$ cat src/rtl/nvsram_pkg.sv
package nvsram_pkg;

  typedef enum logic [2:0] {
    ST_OFF,
    ST_RCL_CLR,
    ST_RCL_LOAD,
    ST_IDLE,
    ST_STORE
  } ctl_state_e;

  typedef enum logic [1:0] {
    REQ_NONE,
    REQ_STORE,
    REQ_RECALL
  } xfer_req_e;

endpackage

$ cat src/rtl/nvsram_seqdet.sv
module nvsram_seqdet
  import nvsram_pkg::*;
#(
  parameter int unsigned ADDR_W   = 6,
  parameter int unsigned SEQ_A0   = 14,
  parameter int unsigned SEQ_A1   = 49,
  parameter int unsigned SEQ_A2   = 3,
  parameter int unsigned SEQ_A3   = 60,
  parameter int unsigned SEQ_A4   = 48,
  parameter int unsigned STORE_A  = 15,
  parameter int unsigned RECALL_A = 12
) (
  input  logic              clk,
  input  logic              rst_n,
  input  logic              idle,
  input  logic              acc,
  input  logic              acc_rd,
  input  logic [ADDR_W-1:0] addr,
  output xfer_req_e         req
);

  localparam int unsigned PFX_LEN = 5;
  localparam int unsigned IW      = $clog2(PFX_LEN + 1);
  localparam logic [ADDR_W-1:0] PFX [PFX_LEN] = '{
    ADDR_W'(SEQ_A0), ADDR_W'(SEQ_A1), ADDR_W'(SEQ_A2),
    ADDR_W'(SEQ_A3), ADDR_W'(SEQ_A4)
  };
  localparam logic [ADDR_W-1:0] LAST_ST = ADDR_W'(STORE_A);
  localparam logic [ADDR_W-1:0] LAST_RC = ADDR_W'(RECALL_A);

  logic [IW-1:0]     idx_q, idx_d;
  logic [ADDR_W-1:0] want;
  logic              at_last;
  logic              rd_acc;

  assign at_last = (idx_q == IW'(PFX_LEN));
  assign rd_acc  = idle && acc && acc_rd;

  always_comb begin
    want = PFX[0];
    for (int i = 0; i < int'(PFX_LEN); i++) begin
      if (idx_q == IW'(i)) want = PFX[i];
    end
  end

  always_comb begin
    req = REQ_NONE;
    if (rd_acc && at_last) begin
      if (addr == LAST_ST)      req = REQ_STORE;
      else if (addr == LAST_RC) req = REQ_RECALL;
    end
  end

  always_comb begin
    idx_d = idx_q;
    if (!idle) begin
      idx_d = '0;
    end else if (acc) begin
      if (!acc_rd)                    idx_d = '0;
      else if (!at_last && addr == want) idx_d = idx_q + 1'b1;
      else if (addr == PFX[0])        idx_d = IW'(1);
      else                            idx_d = '0;
    end
  end

  always_ff @(posedge clk or negedge rst_n) begin
    if (!rst_n) idx_q <= '0;
    else        idx_q <= idx_d;
  end

endmodule

$ cat src/rtl/nvsram_ctrl.sv
module nvsram_ctrl
  import nvsram_pkg::*;
#(
  parameter int unsigned STORE_CYC  = 40,
  parameter int unsigned RECALL_CYC = 6
) (
  input  logic      clk,
  input  logic      rst_n,
  input  logic      power_ok,
  input  logic      hw_store_n,
  input  xfer_req_e sw_req,
  output logic      idle,
  output logic      start,
  output logic      busy,
  output logic      clear_all,
  output logic      load_all,
  output logic      store_all
);

  localparam int unsigned LONGEST = (STORE_CYC > RECALL_CYC) ? STORE_CYC : RECALL_CYC;
  localparam int unsigned TW      = $clog2(LONGEST + 1);
  localparam logic [TW-1:0] ST_END = TW'(STORE_CYC - 1);
  localparam logic [TW-1:0] RC_END = TW'(RECALL_CYC - 1);

  ctl_state_e    st_q, st_d;
  logic [TW-1:0] tmr_q, tmr_d;

  always_comb begin
    st_d      = st_q;
    tmr_d     = '0;
    clear_all = 1'b0;
    load_all  = 1'b0;
    store_all = 1'b0;
    unique case (st_q)
      ST_OFF: begin
        if (power_ok) st_d = ST_RCL_CLR;
      end
      ST_RCL_CLR: begin
        clear_all = 1'b1;
        st_d      = ST_RCL_LOAD;
      end
      ST_RCL_LOAD: begin
        if (tmr_q == RC_END) begin
          load_all = 1'b1;
          st_d     = ST_IDLE;
        end else begin
          tmr_d = tmr_q + 1'b1;
        end
      end
      ST_IDLE: begin
        if (!power_ok || !hw_store_n || sw_req == REQ_STORE) st_d = ST_STORE;
        else if (sw_req == REQ_RECALL)                       st_d = ST_RCL_CLR;
      end
      ST_STORE: begin
        if (tmr_q == ST_END) begin
          store_all = 1'b1;
          st_d      = power_ok ? ST_IDLE : ST_OFF;
        end else begin
          tmr_d = tmr_q + 1'b1;
        end
      end
      default: st_d = ST_OFF;
    endcase
  end

  always_ff @(posedge clk or negedge rst_n) begin
    if (!rst_n) begin
      st_q  <= ST_OFF;
      tmr_q <= '0;
    end else begin
      st_q  <= st_d;
      tmr_q <= tmr_d;
    end
  end

  assign idle  = (st_q == ST_IDLE);
  assign start = idle && (st_d != ST_IDLE);
  assign busy  = (st_q == ST_STORE) || (st_q == ST_RCL_CLR) || (st_q == ST_RCL_LOAD);

endmodule

$ cat src/rtl/nvsram_array.sv
module nvsram_array #(
  parameter int unsigned ADDR_W = 6,
  parameter int unsigned DATA_W = 8
) (
  input  logic              clk,
  input  logic              rst_n,
  input  logic              wr_en,
  input  logic [ADDR_W-1:0] wr_addr,
  input  logic [DATA_W-1:0] wr_data,
  input  logic [ADDR_W-1:0] rd_addr,
  output logic [DATA_W-1:0] rd_data,
  input  logic              clear_all,
  input  logic              load_all,
  input  logic              store_all
);

  localparam int unsigned DEPTH = 1 << ADDR_W;

  logic [DATA_W-1:0] ram_q [DEPTH];
  logic [DATA_W-1:0] nv_q  [DEPTH];

  for (genvar w = 0; w < int'(DEPTH); w++) begin : g_word
    always_ff @(posedge clk) begin
      if (clear_all)                                  ram_q[w] <= '0;
      else if (load_all)                              ram_q[w] <= nv_q[w];
      else if (wr_en && wr_addr == ADDR_W'(w))        ram_q[w] <= wr_data;
    end

    always_ff @(posedge clk or negedge rst_n) begin
      if (!rst_n)         nv_q[w] <= '0;
      else if (store_all) nv_q[w] <= ram_q[w];
    end
  end

  assign rd_data = ram_q[rd_addr];

endmodule

$ cat src/rtl/nvsram_top.sv
module nvsram_top
  import nvsram_pkg::*;
#(
  parameter int unsigned ADDR_W     = 6,
  parameter int unsigned DATA_W     = 8,
  parameter int unsigned STORE_CYC  = 40,
  parameter int unsigned RECALL_CYC = 6,
  parameter int unsigned SEQ_A0     = 14,
  parameter int unsigned SEQ_A1     = 49,
  parameter int unsigned SEQ_A2     = 3,
  parameter int unsigned SEQ_A3     = 60,
  parameter int unsigned SEQ_A4     = 48,
  parameter int unsigned STORE_A    = 15,
  parameter int unsigned RECALL_A   = 12
) (
  input  logic              clk,
  input  logic              rst_n,
  input  logic              ce_n,
  input  logic              oe_n,
  input  logic              we_n,
  input  logic [ADDR_W-1:0] addr,
  input  logic [DATA_W-1:0] dq_in,
  output logic [DATA_W-1:0] dq_out,
  output logic              dq_oe,
  input  logic              power_ok,
  input  logic              hw_store_n,
  output logic              busy_pull_low
);

  xfer_req_e         sw_req;
  logic              ctl_idle, ctl_start, ctl_busy;
  logic              clear_all, load_all, store_all;
  logic              port_act, wr_en, rd_out;
  logic [DATA_W-1:0] rd_data;

  nvsram_seqdet #(
    .ADDR_W(ADDR_W), .SEQ_A0(SEQ_A0), .SEQ_A1(SEQ_A1), .SEQ_A2(SEQ_A2),
    .SEQ_A3(SEQ_A3), .SEQ_A4(SEQ_A4), .STORE_A(STORE_A), .RECALL_A(RECALL_A)
  ) u_seqdet (
    .clk(clk), .rst_n(rst_n), .idle(ctl_idle), .acc(!ce_n), .acc_rd(we_n),
    .addr(addr), .req(sw_req)
  );

  nvsram_ctrl #(
    .STORE_CYC(STORE_CYC), .RECALL_CYC(RECALL_CYC)
  ) u_ctrl (
    .clk(clk), .rst_n(rst_n), .power_ok(power_ok), .hw_store_n(hw_store_n),
    .sw_req(sw_req), .idle(ctl_idle), .start(ctl_start), .busy(ctl_busy),
    .clear_all(clear_all), .load_all(load_all), .store_all(store_all)
  );

  assign port_act = ctl_idle && !ctl_start;
  assign wr_en    = port_act && !ce_n && !we_n;
  assign rd_out   = port_act && !ce_n && we_n && !oe_n;

  nvsram_array #(
    .ADDR_W(ADDR_W), .DATA_W(DATA_W)
  ) u_array (
    .clk(clk), .rst_n(rst_n), .wr_en(wr_en), .wr_addr(addr), .wr_data(dq_in),
    .rd_addr(addr), .rd_data(rd_data), .clear_all(clear_all),
    .load_all(load_all), .store_all(store_all)
  );

  always_ff @(posedge clk or negedge rst_n) begin
    if (!rst_n) begin
      dq_oe  <= 1'b0;
      dq_out <= '0;
    end else begin
      dq_oe <= rd_out;
      if (rd_out) dq_out <= rd_data;
    end
  end

  assign busy_pull_low = ctl_busy;

endmodule

$ cat config.mk
export PLATFORM = sky130hd
export DESIGN_NAME = nvsram_top
export DESIGN_NICKNAME = d
export VERILOG_FILES = /design/src/rtl/nvsram_pkg.sv /design/src/rtl/nvsram_seqdet.sv /design/src/rtl/nvsram_ctrl.sv /design/src/rtl/nvsram_array.sv /design/src/rtl/nvsram_top.sv
export SDC_FILE = /design/constraint.sdc
export NUM_CORES = 1
export LEC_CHECK = 0
export BUFFER_PORTS_ARGS = -buffer_cell sky130_fd_sc_hd__buf_2
export CAP_MARGIN = 20
export CORE_MARGIN = 2
export CORE_UTILIZATION = 25
export CTS_CLUSTER_SIZE = 30
export DETAILED_ROUTE_END_ITERATION = 6
export HOLD_SLACK_MARGIN = 0.03
export PLACE_DENSITY = 0.48
export SETUP_SLACK_MARGIN = 0.2
export SYNTH_ARGS = -nofsm -noshare
export SYNTH_HDL_FRONTEND = slang
export SYNTH_HIERARCHICAL = 1
export SYNTH_SLANG_ARGS = --single-unit
$ cat constraint.sdc
create_clock -name clk -period 4.4 [get_ports clk]
set_clock_uncertainty 0.1 [all_clocks]
set_input_delay 0.44 -clock clk [delete_from_list [all_inputs] [get_ports clk]]
set_output_delay 0.44 -clock clk [all_outputs]
set_load 0.05 [all_outputs]
==> summary.txt, run 1 <==
Logic synthesis
  • Register area share after synthesis: 0.632
  • Ys async rst share: 0.510
  • Top_reg_cell synth: dfrtp_1
  • Mapped Area: 45400 um2
  • Most frequent cell after synthesis: dfrtp_1
  • Largest family of logic cells by synthesized area: multiplexers
  • Netlist cell types: 62
  • Top cell types by occurrence after synthesis: dfrtp_1, mux2_2, a22o_1
  • Cell taking the most area after synthesis: edfxtp_1
  • Largest cells by area after synthesis: edfxtp_1, dfrtp_1, mux2_2
  • Synth Area in Compound Gates: 0.121
  • Top-area cell type share of the netlist area: 0.338
  • Post-Synth Simple-Gate Area: 0.0215
  • #FFs+latches synth: 1045
  • Syn_nets: 2880
  • Mux contribution to synthesized area: 0.199
  • Synth Area in XOR/XNOR: 0.000964
  • Syn_area_per_cell: 15.9 um2
  • Post-synth EDFFs: 512
  • Synth Area in Adders: 0.00220
  • Synth warn: 6
  • Cell count after synthesis: 2851

Setup path
  • Critical path arrival: 4.30 ns
  • Crit end category: flip-flop
  • Worst path slowest cell: or3_4
  • Worst Setup EP: u_array/ram_q[8][4]$_DFFE_PP_
  • Worst path max stage delay: 0.41 ns
  • CP Launch Point: u_ctrl/st_q[2]$_DFF_PN0_
  • Reg2reg start: u_ctrl/st_q[2]$_DFF_PN0_
  • Crit path kind: reg -> reg
  • Worst R2R Setup Slack: 0.43 ns
  • Setup crit start kind: flip-flop
  • Crit-path cells: nor2b_2 > nand2_1 > inv_1 > nand3_1 > or3_4 > nor4b_4 > xnor2_1 > a31oi_1 > or3b_1 > nor2_1 > buf_4 > nand2_1 > or3_1 > buf_12 > o21ai_2 > buf_4
  • Cell family with most CP delay: simple AND/OR/NAND/NOR gates
  • Worst r2r dst: u_array/ram_q[8][4]$_DFFE_PP_
  • WP depth: 16
  • CP Max Fanout: 32
  • Worst r2r path cells: 16
  • WP data required: 4.72 ns
  • Worst path buffer plus inverter count: 4

Floorplanning
  • I/O pin cnt: 31
  • Die Ht: 430 um
  • Starting density of the core: 0.251
  • Core Area: 181000 um2
  • Die W: 430 um
  • Total Die Area: 185000 um2
  • Rows: 156

Placement
  • Gp weighted congestion: 0.818
  • Placed instance count: 5224
  • Port bufs: 30
  • Post-DP HPWL: 81100 um

CTS
  • H-tree levels: 3
  • Clock-pin slew on the worst setup and hold paths: 0.06 ns
  • CTS tree: yes
  • TritonCTS buffer count: 115
  • Clock latency on the worst-skew pair: 0.72 ns
  • Postcts setup bufs: 0
  • Clk buf depth: 3
  • Root Driver: clkbuf_16
  • Sink Count: 1045

GRT
  • Congestion Overflow GR: 0
  • Largest net degree at the start of global routing: 117
  • Initial antenna violation count: 2
  • Vias in the first global route: 27700
  • First-pass GRT wire length: 199000 um
  • GRT Util Overall: 0.143

Status
  • Outcome: complete, no violations

Timing
  • Setup TNS: 0 ns
  • Final Cycle Share: 0.903
  • Setup violations, final: 0
  • Slew @ Worst Pin: 1.03 ns
  • Max Slew Vio Count: 0
  • F_max: 0.252 GHz
  • Hold Vio Cnt, Final: 0
  • Fin crit period: 3.97 ns
  • RSZ-0062 raised after global routing: yes
  • Slew margin rel.: 0.311

Power
  • Clock share of power: 0.374
  • Internal power: 0.0182 W
  • Switching power: 0.00679 W
  • Sw frac: 0.272
  • Sequential Power Share: 0.495
  • Power density over the cells: 470 nW/um2
  • Peak supply drop: 284 uV
  • Comb pwr share: 0.131
  • Leakage: 21.4 nW

Min path
  • WHS Path Cells: 4
  • Hold Crit Class: in -> reg

Detailed routing
  • Avg WL per Cell: 24.6 um
  • Drt initial violations: 2017
  • First-pass DRT Iterations: 6
  • Drt drc: 0
  • Routed Antenna Nets: 0
  • Post-DR vias/cell: 4.95
  • WL final: 134000 um
  • Via Count: 27000

Job
  • Maxcap violations: 0

Final layout
  • Multi-input gate area: 15700 um2
  • Share of cells above drive strength 1: 0.348
  • Layout area overhead: 17.0%
  • Final net count: 3008
  • Post-route insts no fill: 5449
  • Filler Cell Count: 18000
  • Register area: 28700 um2
[sequential cells by signal (all words and copies together) (netlist names)]
signal and flops:
u_array/nv_q 512, u_ctrl/tmr_q 6, u_ctrl/st_q 3, dq_oe 1
dq_out 8, u_seqdet/idx_q 3, u_array/ram_q 512
[cells in the final DEF (no fill, tap or decap), types with 12 or more instances in the layout]
master,synthesis,final
buf_12,3,19
nor2_2,14,13
a22o_1,513,513
clkbuf_16,0,117
clkbuf_1,192,39
nand3_1,16,16
mux2_2,514,514
clkinv_1,1,13
clkinv_2,0,23
a21oi_1,12,12
edfxtp_1,512,512
o21ai_0,69,54
nor2_1,73,72
buf_4,7,201
mux4_2,118,118
buf_2,16,18
o21ai_1,12,26
mux2i_1,26,26
nand2_1,44,44
dfrtp_1,533,533
clkbuf_8,0,18
[cells by family after synthesis]
group,Yosys count
buffers and inverters,250
AND/OR/NAND/NOR,201
multiplexers,674
adder cells (fa/ha/maj),8
XOR/XNOR,5
AO/OA/AOI/OAI,668
flip-flops,1045
[per-layer routing]
metal / wire length, um / part of all wire / GRT usage / up-vias
met3: 5390 / 0.040 / 0.0225 / 175
met5: 7 / 0.000052 / 0 / -
met2: 61500 / 0.46 / 0.224 / 568
met4: 3120 / 0.023 / 0.0351 / 2
met1: 64100 / 0.48 / 0.207 / 14600
li1: - / - / - / 11600
[worst min-delay path by stage]
stage,startpoint,to
2_1_floorplan,rst_n,dq_oe$_DFF_PN0_
3_3_place_gp,u_array/ram_q[9][2]$_DFFE_PP_,u_array/nv_q[434]$_DFFE_PN0P_
3_5_place_dp,u_ctrl/tmr_q[0]$_DFF_PN0_,u_ctrl/tmr_q[0]$_DFF_PN0_
4_1_cts,ce_n,u_seqdet/idx_q[1]$_DFFE_PN0P_
5_1_grt,ce_n,u_seqdet/idx_q[1]$_DFFE_PN0P_
6_report,ce_n,u_seqdet/idx_q[1]$_DFFE_PN0P_
[power groups by stage]
stage / clock network, W / registers, W / logic [W]
final: 0.00933 / 0.0124 / 0.00327
after global routing: 0.00998 / 0.0125 / 0.00348
after CTS: 0.00961 / 0.0124 / 0.00333
after detailed placement: 0 / 0.0125 / 0.00329
after global placement: 0 / 0.0125 / 0.00329
after floorplan: 0 / 0.0122 / 0.00159
[worst reg2reg max path: stages, from the launching register on]
cell and delay [ns]:
dfrtp_1 0.39, nor2b_2 0.16, nand2_1 0.10, inv_1 0.09, nand3_1 0.14, or3_4 0.41, nor4b_4 0.25, xnor2_1 0.18
a31oi_1 0.10, or3b_1 0.41, nor2_1 0.10, buf_4 0.16, nand2_1 0.06, or3_1 0.36, buf_12 0.19, o21ai_2 0.31
buf_4 0.19
[area by class of cell]
type,instances,share of cell area
flip-flops and latches,1045,0.540
diodes,1,0.0000471
well taps,2370,0.0558
clock buffers,174,0.0625
inverters,12,0.000848
multi-input cells,1556,0.295
repair buffers,249,0.0395
clock inverters,42,0.00553
[repair_timing]
item | CTS | global route
hold endpoints to repair | 82 | 0
pin swaps | 0 | 0
setup endpoints to repair | 6 | 289
hold buffers | 8 | 0
resized for setup | 1 | 10
[through the flow]
stage | setup WS, ns | hold slack (ns) | utilization | total power, W | area (um2)
floorplan | 0.0846 | 0.0444 | - | 0.0138 | 45400
global placement | 0.187 | 0.380 | 0.273 | 0.0158 | 49400
detailed placement | 0.203 | 0.387 | 0.273 | 0.0158 | 49400
CTS | 0.282 | 0.101 | 0.294 | 0.0253 | 53100
global route | 0.203 | 0.128 | 0.294 | 0.0259 | 53100
finish | 0.428 | 0.149 | 0.294 | 0.0250 | 53100
Power figures use the tool's default switching activity.
==> run 2, diff against run 1 <==
--- a/config.mk
+++ b/config.mk
@@ -9,2 +9,4 @@
 export CAP_MARGIN = 20
+export CELL_PAD_IN_SITES_DETAIL_PLACEMENT = 1
+export CELL_PAD_IN_SITES_GLOBAL_PLACEMENT = 2
 export CORE_MARGIN = 2
@@ -14,3 +16,3 @@
 export HOLD_SLACK_MARGIN = 0.03
-export PLACE_DENSITY = 0.48
+export PLACE_DENSITY = 0.57
 export SETUP_SLACK_MARGIN = 0.2
==> constraint.sdc (replaced) <==
create_clock -name clk -period 3.2 [get_ports clk]
set_clock_uncertainty 0.1 [all_clocks]
set_input_delay 0.32 -clock clk [delete_from_list [all_inputs] [get_ports clk]]
set_output_delay 0.32 -clock clk [all_outputs]
set_load 0.01 [all_outputs]
==> run 2 against run 1 <==
  * The flow now finishes with violations (negative setup slack)
  * Via count increased by 3.5%
  * Non-clock buffer count increased by 136
  * Highest routed layer unchanged
  * Critical endpoint is now u_seqdet/idx_q[0]$_DFFE_PN0P_
  * Count of clock-buffer cells in the layout decreased by 10
  * Critical path type unchanged
  * Largest cell class unchanged
  * Sequential share of layout area decreased by 4.1 points
==> summary.txt, run 2 (same netlist as run 1, synthesis figures left out) <==
GRT
  • Vias in the first global route: 29800 (was 27700)
  • Initial antenna violation count: 5 (was 2)
  • First-pass GRT wire length: 219000 um (was 199000 um)
  • Largest net degree at the start of global routing: 88 (was 117)
  • GRT Util Overall: 0.159 (was 0.143)
  • Congestion Overflow GR: 0 (unchanged)

Detailed routing
  • WL final: 148000 um (was 134000 um)
  • Routed Antenna Nets: 0 (unchanged)
  • First-pass DRT Iterations: 5 (was 6)
  • Drt initial violations: 2030 (was 2017)
  • Post-DR vias/cell: 4.99 (was 4.95)
  • Via Count: 27900 (was 27000)
  • Drt drc: 0 (unchanged)
  • Avg WL per Cell: 26.4 um (was 24.6 um)

Power
  • Switching power: 0.0100 W (was 0.00679 W)
  • Power density over the cells: 642 nW/um2 (was 470 nW/um2)
  • Clock share of power: 0.381 (was 0.374)
  • Sequential Power Share: 0.463 (was 0.495)
  • Peak supply drop: 424 uV (was 284 uV)
  • Internal power: 0.0269 W (was 0.0182 W)
  • Comb pwr share: 0.156 (was 0.131)
  • Sw frac: 0.271 (was 0.272)
  • PnR Total Power: 0.0369 W (was 0.0250 W)
  • Leakage: 23.0 nW (was 21.4 nW)

Final layout
  • Share of cells above drive strength 1: 0.420 (was 0.348)
  • Biggest regs: u_array/nv_q (512), u_array/ram_q (512), dq_out (8) (unchanged)
  • Layout area overhead: 26.6% (was 17.0%)
  • ANT cells: 0 (was 1)
  • Final net count: 3144 (was 3008)
  • Finished layout cell area: 57500 um2 (was 53100 um2)
  • Most common cell after layout, fill and taps aside: dfrtp_1 (unchanged)
  • Most frequent cells in the layout: dfrtp_1, mux2_2, a22o_1, edfxtp_1, buf_4 (unchanged)

Floorplanning
  • Starting density of the core: 0.251 (unchanged)
  • Core Area: 181000 um2 (unchanged)
  • Rows: 156 (unchanged)
  • I/O pin cnt: 31 (unchanged)
  • Total Die Area: 185000 um2 (unchanged)
  • Die W: 430 um (unchanged)
  • Die Ht: 430 um (unchanged)

Setup path
  • Reg2reg start: u_ctrl/st_q[2]$_DFF_PN0_ (unchanged)
  • Crit path kind: reg -> reg (unchanged)
  • Critical path arrival: 4.51 ns (was 4.30 ns)
  • Worst path buffer plus inverter count: 23 (was 4)
  • Worst path max stage delay: 0.41 ns (about the same)
  • Cell family with most CP delay: buffers and inverters (was simple AND/OR/NAND/NOR gates)
  • Worst path slowest cell: dfrtp_1 (was or3_4)
  • CP Launch Point: u_ctrl/st_q[2]$_DFF_PN0_ (unchanged)
  • Setup crit start kind: flip-flop (unchanged)
  • WP data required: 3.76 ns (was 4.72 ns)
  • Crit end category: flip-flop (unchanged)
  • Most frequent CP cell: buf_4
  • CP Max Fanout: 3 (was 32)

CTS
  • TritonCTS buffer count: 115 (unchanged)
  • Sink Count: 1045 (unchanged)
  • Clk buf depth: 3 (unchanged)
  • H-tree levels: 3 (unchanged)
  • Clock-pin slew on the worst setup and hold paths: 0.06 ns (about the same)
  • CTS tree: yes (unchanged)
  • Root Driver: clkbuf_16 (unchanged)
  • Clock latency on the worst-skew pair: 0.75 ns (was 0.72 ns)

Placement
  • Gp weighted congestion: 0.751 (was 0.818)
  • Post-DP HPWL: 91700 um (was 81100 um)
  • Placed Area: 51800 um2 (was 49400 um2)
  • Port bufs: 30 (unchanged)

Timing
  • Max Slew Vio Count: 0 (unchanged)
  • F_max: 0.253 GHz (was 0.252 GHz)
  • Hold Vio Cnt, Final: 0 (unchanged)
  • Final Cycle Share: 1.23 (was 0.903)
  • Slew @ Worst Pin: 0.882 ns (was 1.03 ns)
  • Setup violations, final: 1035 (was 0)
  • RSZ-0062 raised after global routing: yes (unchanged)
  • Slew margin rel.: 0.412 (was 0.311)
  • Fin crit period: 3.95 ns (was 3.97 ns)
  • Setup ws final: -0.746 ns (was 0.428 ns)

Job
  • Maxcap violations: 0 (unchanged)

Min path
  • Hold Crit Class: in -> reg (unchanged)
  • Hold Startpoint: dq_in[3] (was ce_n)

Status
  • Failing checks: negative setup slack
  • Outcome: complete, but fails checks (was complete, no violations)
run 2: cell count changes in the layout (fill, tap and decap cells not counted), sizes merged:
cell	before	now
diode	1	0
inv	12	13
bufinv	3	14
clkinv	37	34
buf	241	376
clkinvlp	2	6
clkbuf	174	165
run 2: final cells by class:
class / count / area, um2
Sequential cell: 1045 / 28700
Fill cell: 18600 / 123000
Multi-Input combinational cell: 1556 / 17000
Timing Repair Buffer: 385 / 4850
Clock buffer: 164 / 3320
Inverter: 12 / 45.0
Tap cell: 2370 / 2970
Clock inverter: 55 / 676
run 2: power by group through the flow:
| stage | combinational, W | sequential (W) | clock (W) |
|---|---|---|---|
| 6_report | 0.00577 | 0.0171 | 0.0141 |
| 5_1_grt | 0.00611 | 0.0172 | 0.0150 |
| 4_1_cts | 0.00584 | 0.0171 | 0.0145 |
| 3_5_place_dp | 0.00555 | 0.0173 | 0 |
| 3_3_place_gp | 0.00554 | 0.0173 | 0 |
| 2_1_floorplan | 0.00262 | 0.0167 | 0 |
run 2: layer usage:
metal	share of wire	track usage
met1	0.47	0.225
met2	0.47	0.254
met3	0.035	0.0206
met4	0.024	0.0440
met5	0.00024	0
run 2: final timing paths:
check,depth (start not counted),to,slack (ns)
hold / removal,2,u_array/ram_q[42][3]$_DFFE_PP_,0.12
setup reg to reg,28,u_seqdet/idx_q[0]$_DFFE_PN0P_,-0.75
hold reg to reg,1,u_array/nv_q[234]$_DFFE_PN0P_,0.40
setup / recovery,28,u_seqdet/idx_q[0]$_DFFE_PN0P_,-0.75
max in group asynchronous,4,dq_out[3]$_DFFE_PN0P_,1.17
min in group asynchronous,3,u_array/nv_q[101]$_DFFE_PN0P_,0.59
run 2: timing repair:
| item | in CTS | in global routing |
|---|---|---|
| endpoints found under the hold margin | 516 | 0 |
| hold buffers | 9 | 0 |
| gates cloned | 9 | 1 |
| setup buffers | 39 | 7 |
| gates resized for setup | 184 | 71 |
| pin swaps | 26 | 46 |
| setup endpoints to repair | 1033 | 1037 |
run 2: per-stage QoR:
stage / util / hold slack, ns / worst slack (ns) / TNS [ns] / instances
after floorplan: - / -0.0756 / -0.405 / -259.77 / 2851
after global placement: 0.286 / 0.228 / -0.748 / -519.56 / 5304
after detailed placement: 0.286 / 0.222 / -0.782 / -571.48 / 5304
after CTS: 0.316 / 0.0534 / -0.689 / -521.43 / 5580
after global routing: 0.318 / 0.0917 / -0.903 / -750.29 / 5587
final: 0.318 / 0.117 / -0.746 / -579.47 / 5587
run 2: worst register-to-register path: cells and delay by family, from the launching register on:
family / cells / cell delay (ns)
buffers and inverters: 23 / 2.73
and+or+nand+nor: 4 / 0.46
DFF: 1 / 0.41
AOI/OAI and AO/OA: 1 / 0.19
